File: src/rtl/hdlc_isr_pkg.sv
package hdlc_isr_pkg;
   localparam int unsigned ISR_W   = 8;
   localparam int unsigned B_GA    = 7;
   localparam int unsigned B_EOPW  = 6;
   localparam int unsigned B_TXEND = 5;
   localparam int unsigned B_EOPR  = 4;
   localparam int unsigned B_TXLOW = 3;
   localparam int unsigned B_ABUND = 2;
   localparam int unsigned B_RXHI  = 1;
   localparam int unsigned B_RXOV  = 0;
   typedef logic [ISR_W-1:0] isr_t;
endpackage

File: src/rtl/isr_level_cross.sv
module isr_level_cross #(
   parameter int unsigned CNT_W    = 5,
   parameter int unsigned NRM_FROM = 5,
   parameter int unsigned NRM_TO   = 4,
   parameter int unsigned ALT_FROM = 15,
   parameter int unsigned ALT_TO   = 14
) (
   input  logic             clk_i,
   input  logic             rst_ni,
   input  logic             alt_i,
   input  logic [CNT_W-1:0] count_i,
   output logic             cross_o
);
   localparam logic [CNT_W-1:0] NF = CNT_W'(NRM_FROM);
   localparam logic [CNT_W-1:0] NT = CNT_W'(NRM_TO);
   localparam logic [CNT_W-1:0] AF = CNT_W'(ALT_FROM);
   localparam logic [CNT_W-1:0] AT = CNT_W'(ALT_TO);

   logic [CNT_W-1:0] prev_q;
   logic [CNT_W-1:0] from_w, to_w;

   always_ff @(posedge clk_i or negedge rst_ni) begin
      if (!rst_ni) prev_q <= '0;
      else         prev_q <= count_i;
   end

   always_comb begin
      from_w  = alt_i ? AF : NF;
      to_w    = alt_i ? AT : NT;
      cross_o = (prev_q == from_w) && (count_i == to_w);
   end
endmodule

File: src/rtl/isr_abort_qual.sv
module isr_abort_qual #(
   parameter int unsigned MIN_BITS = 26
) (
   input  logic clk_i,
   input  logic rst_ni,
   input  logic flag_i,
   input  logic bit_i,
   input  logic abort_i,
   output logic valid_o
);
   localparam int unsigned CW = $clog2(MIN_BITS + 1);
   localparam logic [CW-1:0] SAT = CW'(MIN_BITS);

   logic [CW-1:0] cnt_q;

   always_ff @(posedge clk_i or negedge rst_ni) begin
      if (!rst_ni)                cnt_q <= '0;
      else if (flag_i || abort_i) cnt_q <= '0;
      else if (bit_i && cnt_q != SAT) cnt_q <= cnt_q + 1'b1;
   end

   assign valid_o = abort_i && (cnt_q == SAT);
endmodule

File: src/rtl/isr_capture_bit.sv
module isr_capture_bit (
   input  logic clk_i,
   input  logic rst_ni,
   input  logic rd_now_i,
   input  logic rd_end_i,
   input  logic ev_i,
   output logic stat_o,
   output logic stat_nxt_o
);
   logic stat_q, hold_q, hold_nxt;

   always_comb begin
      stat_nxt_o = stat_q;
      hold_nxt   = hold_q;
      if (rd_end_i) begin
         stat_nxt_o = hold_q | ev_i;
         hold_nxt   = 1'b0;
      end else if (rd_now_i) begin
         if (ev_i && !stat_q) hold_nxt = 1'b1;
      end else if (ev_i) begin
         stat_nxt_o = 1'b1;
      end
   end

   always_ff @(posedge clk_i or negedge rst_ni) begin
      if (!rst_ni) begin
         stat_q <= 1'b0;
         hold_q <= 1'b0;
      end else begin
         stat_q <= stat_nxt_o;
         hold_q <= hold_nxt;
      end
   end

   assign stat_o = stat_q;
endmodule

File: src/rtl/hdlc_isr.sv
module hdlc_isr
   import hdlc_isr_pkg::*;
#(
   parameter int unsigned FIFO_DEPTH   = 16,
   parameter int unsigned CNT_W        = $clog2(FIFO_DEPTH + 1),
   parameter int unsigned ADDR_W       = 4,
   parameter int unsigned ISR_ADDR     = 7,
   parameter int unsigned ABORT_MIN    = 26,
   parameter int unsigned TX_LOW_NRM   = 5,
   parameter int unsigned TX_LOW_ALT   = 15,
   parameter int unsigned RX_HIGH_NRM  = 14,
   parameter int unsigned RX_HIGH_ALT  = 4,
   parameter bit          IRQ_REG      = 1'b1
) (
   input  logic              clk_i,
   input  logic              rst_ni,
   input  logic              ga_det_i,
   input  logic              eop_wr_i,
   input  logic              tx_done_i,
   input  logic              eop_rd_i,
   input  logic              rx_wr_i,
   input  logic [CNT_W-1:0]  rx_count_i,
   input  logic [CNT_W-1:0]  tx_count_i,
   input  logic              tx_rd_i,
   input  logic              tx_last_tag_i,
   input  logic              rx_flag_i,
   input  logic              rx_bit_i,
   input  logic              rx_abort_i,
   input  logic              fltx_i,
   input  logic              flrx_i,
   input  logic              intsel_i,
   input  logic [ISR_W-1:0]  irq_en_i,
   input  logic              rd_stb_i,
   input  logic [ADDR_W-1:0] rd_addr_i,
   output logic [ISR_W-1:0]  rd_data_o,
   output logic              irq_o
);
   localparam logic [ADDR_W-1:0] MY_ADDR = ADDR_W'(ISR_ADDR);
   localparam logic [CNT_W-1:0]  FULL_C  = CNT_W'(FIFO_DEPTH);

   if (TX_LOW_ALT >= FIFO_DEPTH || RX_HIGH_NRM >= FIFO_DEPTH) begin : g_bad_depth
      $error("hdlc_isr: FIFO_DEPTH too small for thresholds");
   end
   if (TX_LOW_NRM == 0 || TX_LOW_ALT == 0) begin : g_bad_tx
      $error("hdlc_isr: Tx thresholds must be nonzero");
   end
   if (ISR_ADDR >= (1 << ADDR_W)) begin : g_bad_addr
      $error("hdlc_isr: ISR_ADDR does not fit ADDR_W");
   end

   logic rd_now, rd_q, rd_end;
   logic tx_low_ev, rx_high_ev, abort_ev, under_ev, ovfl_ev;
   isr_t ev, stat_q, stat_nxt;

   assign rd_now = rd_stb_i && (rd_addr_i == MY_ADDR);
   assign rd_end = rd_q && !rd_now;

   always_ff @(posedge clk_i or negedge rst_ni) begin
      if (!rst_ni) rd_q <= 1'b0;
      else         rd_q <= rd_now;
   end

   isr_level_cross #(
      .CNT_W(CNT_W), .NRM_FROM(TX_LOW_NRM), .NRM_TO(TX_LOW_NRM - 1),
      .ALT_FROM(TX_LOW_ALT), .ALT_TO(TX_LOW_ALT - 1)
   ) u_tx_low (
      .clk_i(clk_i), .rst_ni(rst_ni), .alt_i(fltx_i),
      .count_i(tx_count_i), .cross_o(tx_low_ev)
   );

   isr_level_cross #(
      .CNT_W(CNT_W), .NRM_FROM(RX_HIGH_NRM), .NRM_TO(RX_HIGH_NRM + 1),
      .ALT_FROM(RX_HIGH_ALT), .ALT_TO(RX_HIGH_ALT + 1)
   ) u_rx_high (
      .clk_i(clk_i), .rst_ni(rst_ni), .alt_i(flrx_i),
      .count_i(rx_count_i), .cross_o(rx_high_ev)
   );

   isr_abort_qual #(.MIN_BITS(ABORT_MIN)) u_abort (
      .clk_i(clk_i), .rst_ni(rst_ni), .flag_i(rx_flag_i),
      .bit_i(rx_bit_i), .abort_i(rx_abort_i), .valid_o(abort_ev)
   );

   assign under_ev = tx_rd_i && (tx_count_i == '0) && !tx_last_tag_i;
   assign ovfl_ev  = rx_wr_i && (rx_count_i == FULL_C);

   always_comb begin
      ev          = '0;
      ev[B_GA]    = ga_det_i;
      ev[B_EOPW]  = eop_wr_i;
      ev[B_TXEND] = tx_done_i;
      ev[B_EOPR]  = eop_rd_i;
      ev[B_TXLOW] = tx_low_ev;
      ev[B_ABUND] = intsel_i ? under_ev : abort_ev;
      ev[B_RXHI]  = rx_high_ev;
      ev[B_RXOV]  = ovfl_ev;
   end

   for (genvar i = 0; i < ISR_W; i++) begin : g_bit
      isr_capture_bit u_cap (
         .clk_i(clk_i), .rst_ni(rst_ni), .rd_now_i(rd_now),
         .rd_end_i(rd_end), .ev_i(ev[i]),
         .stat_o(stat_q[i]), .stat_nxt_o(stat_nxt[i])
      );
   end

   assign rd_data_o = rd_now ? stat_q : '0;

   if (IRQ_REG) begin : g_irq_reg
      logic irq_q;
      always_ff @(posedge clk_i or negedge rst_ni) begin
         if (!rst_ni) irq_q <= 1'b0;
         else         irq_q <= |(stat_nxt & irq_en_i);
      end
      assign irq_o = irq_q;
   end else begin : g_irq_comb
      assign irq_o = |(stat_q & irq_en_i);
   end
endmodule

File: config.mk
export PLATFORM = sky130hd
export DESIGN_NAME = hdlc_isr
export DESIGN_NICKNAME = d
export VERILOG_FILES = /design/src/rtl/hdlc_isr_pkg.sv /design/src/rtl/isr_level_cross.sv /design/src/rtl/isr_abort_qual.sv /design/src/rtl/isr_capture_bit.sv /design/src/rtl/hdlc_isr.sv
export SDC_FILE = /design/constraint.sdc
export NUM_CORES = 1
export LEC_CHECK = 0
export BUFFER_PORTS_ARGS = -buffer_cell sky130_fd_sc_hd__buf_2
export CAP_MARGIN = 0
export CORE_ASPECT_RATIO = 1.25
export CORE_MARGIN = 2
export CORE_UTILIZATION = 48
export CTS_CLUSTER_SIZE = 40
export DETAILED_ROUTE_END_ITERATION = 10
export PLACE_DENSITY = 0.75
export REMOVE_ABC_BUFFERS = 1
export SYNTH_ARGS = -nofsm -noshare
export SYNTH_HDL_FRONTEND = slang
export SYNTH_SLANG_ARGS = --single-unit
File: constraint.sdc
create_clock -name clk_i -period 2.1 [get_ports clk_i]
set_input_delay 0.105 -clock clk_i [delete_from_list [all_inputs] [get_ports clk_i]]
set_output_delay 0.105 -clock clk_i [all_outputs]
set_load 0.005 [all_outputs]
* Word-level counts from Yosys, hierarchy flattened
Index checks and enable logic that the tools add are counted. W data, S select, Z words.
Operators by class: $add $sub $neg 1, multipliers 0, divide/modulo/power cells 0, order comparisons 0, equality and inequality tests 8, shifts and indexed selects 0, muxes and demuxes 56, bitwise gates (word level) 9, reductions and logical operators 48
Operator list (count):
- $mux W1 | 49
- $eq A5 B5 Y1 | 4
- $reduce_bool A2 Y1 | 10
- $logic_and A1 B1 Y1 | 17
- $mux W4 | 4
- $reduce_and A2 Y1 | 8
- $eq A5 B5 Y1 const B | 2
- $logic_not A1 Y1 | 10
- $mux W5 | 2
- $and A8 B8 Y8 | 1
- $mux W8 | 1
- $or A1 B1 Y1 | 8
- $reduce_or A8 Y1 | 1
- $add A5 B1 Y5 const B | 1
- $logic_not A5 Y1 | 1
- $ne A5 B5 Y1 const B | 1
- $eq A4 B3 Y1 const B | 1
- $logic_or A1 B1 Y1 | 1
Storage, ports and cells: register bits 33, bits in latches 0, RAM bits 0, memory bits (read-only) 0, input port bits 38, output and inout bits 9, logic and storage cells 143, memories 0

* Longest topological paths before layout
depth after elaboration 9, gate-level depth with buffers 7, mapped depth without buffers 7

* Modules after synthesis
From an unflattened synthesis, not the netlist that was laid out.
Unflattened totals: cells, all modules 146, area, all modules 1607.8 um^2
Modules (own cells, without submodules):
- isr_capture_bit | instances 8, cells each 8, area an instance 92.6 um^2, seq. area each 50.0 um^2
- isr_abort_qual | instances 1, cells each 27, area an instance 284.0 um^2, seq. area each 125.1 um^2
- hdlc_isr | instances 1, cells each 33, area an instance 242.7 um^2, seq. area each 50.0 um^2
- isr_level_cross at u_rx_high | instances 1, cells each 12, area an instance 173.9 um^2, seq. area each 125.1 um^2
- isr_level_cross at u_tx_low | instances 1, cells each 10, area an instance 166.4 um^2, seq. area each 125.1 um^2

* Worst setup path before layout
OpenSTA, ideal clock, no wires.
kind flip-flop to flip-flop, start register u_abort.cnt_q[0], end register g_irq_reg.irq_q (netlist: irq_o), setup time 133 ps, data arrival time 1608 ps, data required time 1967 ps, slack 359 ps, cell stages (with the launch flop) 8, buffers on the path 0, clock period less this slack 1741 ps, cell sequence dfrtp_1 -> inv_1 -> ha_1 -> and4b_1 -> a32o_2 -> or3_1 -> a32oi_1 -> nand4bb_1
On the way: cells in the longest elaborated chain, start to end 8, elaborated cells on any way between the ends 9, classes of those cells eq/ne (1); mux (4); bitwise (2); reduce/logical (2)
Ends and longest elaborated chain:
- start: declaration | RTL line isr_abort_qual.sv:14 | logic [CW-1:0] cnt_q;
- start signal: assignment | RTL line isr_abort_qual.sv:19 | else if (bit_i && cnt_q != SAT) cnt_q <= cnt_q + 1'b1;
- $eq A5 B5 Y1 (*) | RTL line isr_abort_qual.sv:22 | assign valid_o = abort_i && (cnt_q == SAT);
- $logic_and A1 B1 Y1 (*) | RTL line isr_abort_qual.sv:22
- $mux W1 (*) | RTL line hdlc_isr.sv:94 | ev[B_ABUND] = intsel_i ? under_ev : abort_ev;
- $mux W1 | RTL line isr_capture_bit.sv:20 | end else if (ev_i) begin
- $mux W1 | RTL line isr_capture_bit.sv:18 | end else if (rd_now_i) begin
- $mux W1 (*) | RTL line isr_capture_bit.sv:15 | if (rd_end_i) begin
- $and A8 B8 Y8 (*) | RTL line hdlc_isr.sv:113 | else irq_q <= |(stat_nxt & irq_en_i);
- $reduce_or A8 Y1 (*) | RTL line hdlc_isr.sv:113
- end signal: assignment | RTL line hdlc_isr.sv:113
- end: declaration | RTL line hdlc_isr.sv:110 | logic irq_q;
Every way passes the cells marked *; elsewhere a longest branch is shown, timed or not. A chain may end at the register's enable or synchronous reset.

* Worst setup path in the final report
Same ends and word-level chain as after synthesis.

==> qor.txt <==
vias per cell -> 5.81
Initial Util -> 50.6%
total gr overflow -> 0
RePlAce Congestion -> 0.808
Die H -> 69.2 µm
leakage power -> 1.03 nW
final antenna-violating net count -> 0
Num CTS Buffers -> 5
Detailed Place HPWL -> 2.98 mm
Detailed Routing Iterations Pass 1 -> 4
synthesis-stage register bit count -> 33
Clock transition at path regs -> 60 ps
status -> completed
Synth warnings -> 0
Worst EP arrival -> 2070 ps
post-route worst setup slack -> 192 ps
max-cap violations -> 0
TNS Setup -> 0 ps
Core Rows -> 23
Worst-Skew Late Latency -> 290 ps
area grow syn2layout -> 29.7%
global-route wire length before repair -> 7.00 mm
commonest non-fill, non-tap cell in the layout -> buf_2
clk sink count -> 33
Remaining DRCs -> 0
# diodes -> 0
mapped cell area -> 1630 µm²
Avg Cell Area, Syn -> 9.76 µm²
RSZ-0062 raised after global routing -> false
Tcrit/Tclk final -> 90.8%
post_cts resized -> 0
IO Pins -> 47
crit path launch type -> flop
slack of the worst reg-to-reg path -> 190 ps
crit path max fanout -> 4
Slew Viols, Final -> 0
number of hold violations in the final report -> 0
Wirelength per Cell -> 15.5 µm
Setup WS pre-CTS -> 216 ps
commonest non-fill, non-tap cells in the layout -> buf_2 (46), dfrtp_1 (33), inv_1 (17), nor2_1 (16), nand4_1 (12)
Yosys cell types -> 41
vias in the first global route -> 1646
Max H-tree Level -> 2
Post-Route WL -> 4.14 mm
Max IR drop VDD -> 0.564 mV
worst min path class -> input pin to flop
Root Driver -> clkbuf_8
initial antenna violation count -> 0
Max-slew headroom -> 49.9%
worst endpoint required time -> 2260 ps
Async S/R FF share, synth -> 100%
FMAX -> 0.524 GHz
DR vias -> 1551
final setup vio count -> 0
Max clock buf depth -> 2
Final Net Count -> 270
Min Clock Period, post-route -> 1910 ps
layout filler cell count -> 271
CTS tree -> built
core box area -> 3220 µm²
CTS Hold Buffers Added -> 11
Die ar. -> 3880 µm²
Fin Clk Skew -> 4.03 ps
layout cell share with drive strength beyond 1 -> 25.2%
First DRT Iteration DRCs -> 84
worst slew pin tran -> 751 ps
post-CTS setup buffers -> 0
IO buf count -> 46
DIE WIDTH -> 56.1 µm
Post-synth EDFFs -> 0
gr usage total -> 23.1%
pwr/cell area -> 685 nW/µm²
largest net degree at the start of global routing -> 34
top_reg_cell synth -> dfrtp_1
Crit Path Class -> flop to flop
sequential cell area fraction in the yosys report -> 50.7%
Critical Path Sink Type -> flop
Post-Syn Instances -> 167
cell type report:
class | instances | area [µm²] | share of cell area, %
Clock buffer | 7 | 86.3 | 4.08
Multi-Input combinational cell | 112 | 722 | 34.1
Timing Repair Buffer | 61 | 370 | 17.5
Sequential cell | 33 | 826 | 39.1
Inverter | 17 | 63.8 | 3.02
Tap cell | 37 | 46.3 | 2.19
worst max-delay path, stage by stage (launching register included):
cell and delay [ps]:
dfrtp_1 380, inv_1 80, ha_1 200, and4b_1 200, a32o_2 290, or3_1 330
a32oi_1 180, nand4bb_1 120
metal layers:
layer,part of all wire [%],global-route usage (%),vias to the layer above
li1,-,-,747
met2,53,39.3,58
met3,6.1,6.94,9
met5,0,0,-
met1,39,25.8,737
met4,1.9,11.4,0
cell families after synthesis:
group,Yosys count,share of synthesized area [%]
and+or+nand+nor,77,27.2
xor gates and xnor gates,4,2.15
DFF,33,50.7
buffers and inverters,22,5.07
adders and majority gates,2,1.53
AOI/OAI and AO/OA,29,13.4
worst paths after layout:
kind	depth (start not counted)	startpoint	end
max	7	u_abort.cnt_q[0]	irq_o
min	2	rx_flag_i	u_abort.cnt_q[0]
max reg2reg	7	u_abort.cnt_q[0]	irq_o
min reg2reg	2	g_bit[1].u_cap.hold_q	g_bit[1].u_cap.hold_q
max in group asynchronous	2	rst_ni	u_rx_high.prev_q[1]
min in group asynchronous	2	rst_ni	g_bit[7].u_cap.stat_o
flip-flops by register name (all words and copies together) (netlist names):
name / flops
g_bit.u_cap.hold_q: 8
u_abort.cnt_q: 5
irq_o: 1
u_rx_high.prev_q: 5
rd_q: 1
u_tx_low.prev_q: 5
g_bit.u_cap.stat_o: 8
metrics by stage:
stage / hold slack, ps / util (%) / power, mW / cells / cell area [µm²]
after detailed placement: 208 / 59.5 / 0.959 / 249 / 1920
final: 37.4 / 65.6 / 1.45 / 267 / 2110
after global routing: 41.8 / 65.6 / 1.52 / 267 / 2110
after global placement: 191 / 59.5 / 0.945 / 249 / 1920
after floorplan: -191 / - / 0.859 / 162 / 1610
after CTS: 26.8 / 65.6 / 1.46 / 267 / 2110
cell usage after synthesis, types with 2 or more instances:
cell type | number | area, µm²
nand4_1 | 12 | 75.1
a21oi_1 | 5 | 25.0
a22oi_1 | 2 | 15.0
and4b_1 | 2 | 20.0
ha_1 | 2 | 25.0
inv_1 | 17 | 63.8
o41ai_1 | 2 | 17.5
dfrtp_1 | 33 | 826
clkbuf_1 | 5 | 18.8
nand2_1 | 5 | 18.8
and3_1 | 8 | 50.1
nor3b_1 | 2 | 15.0
nor2_1 | 16 | 60.1
o22ai_1 | 5 | 31.3
and2_1 | 2 | 12.5
a211oi_1 | 2 | 15.0
a41oi_1 | 4 | 35.0
o311a_1 | 2 | 20.0
or3_1 | 3 | 18.8
xor2_1 | 2 | 17.5
nand3b_1 | 2 | 15.0
xnor2_1 | 2 | 17.5
nand3_1 | 5 | 25.0
nor3_1 | 10 | 50.1
power by group:
| part | total [mW] | internal (mW) | switching (mW) |
|---|---|---|---|
| Sequential | 0.734 | 0.694 | 0.0399 |
| Clock | 0.482 | 0.260 | 0.223 |
| Combinational | 0.231 | 0.110 | 0.121 |
| Total | 1.45 | 1.06 | 0.384 |
Power figures use the tool's default switching activity.
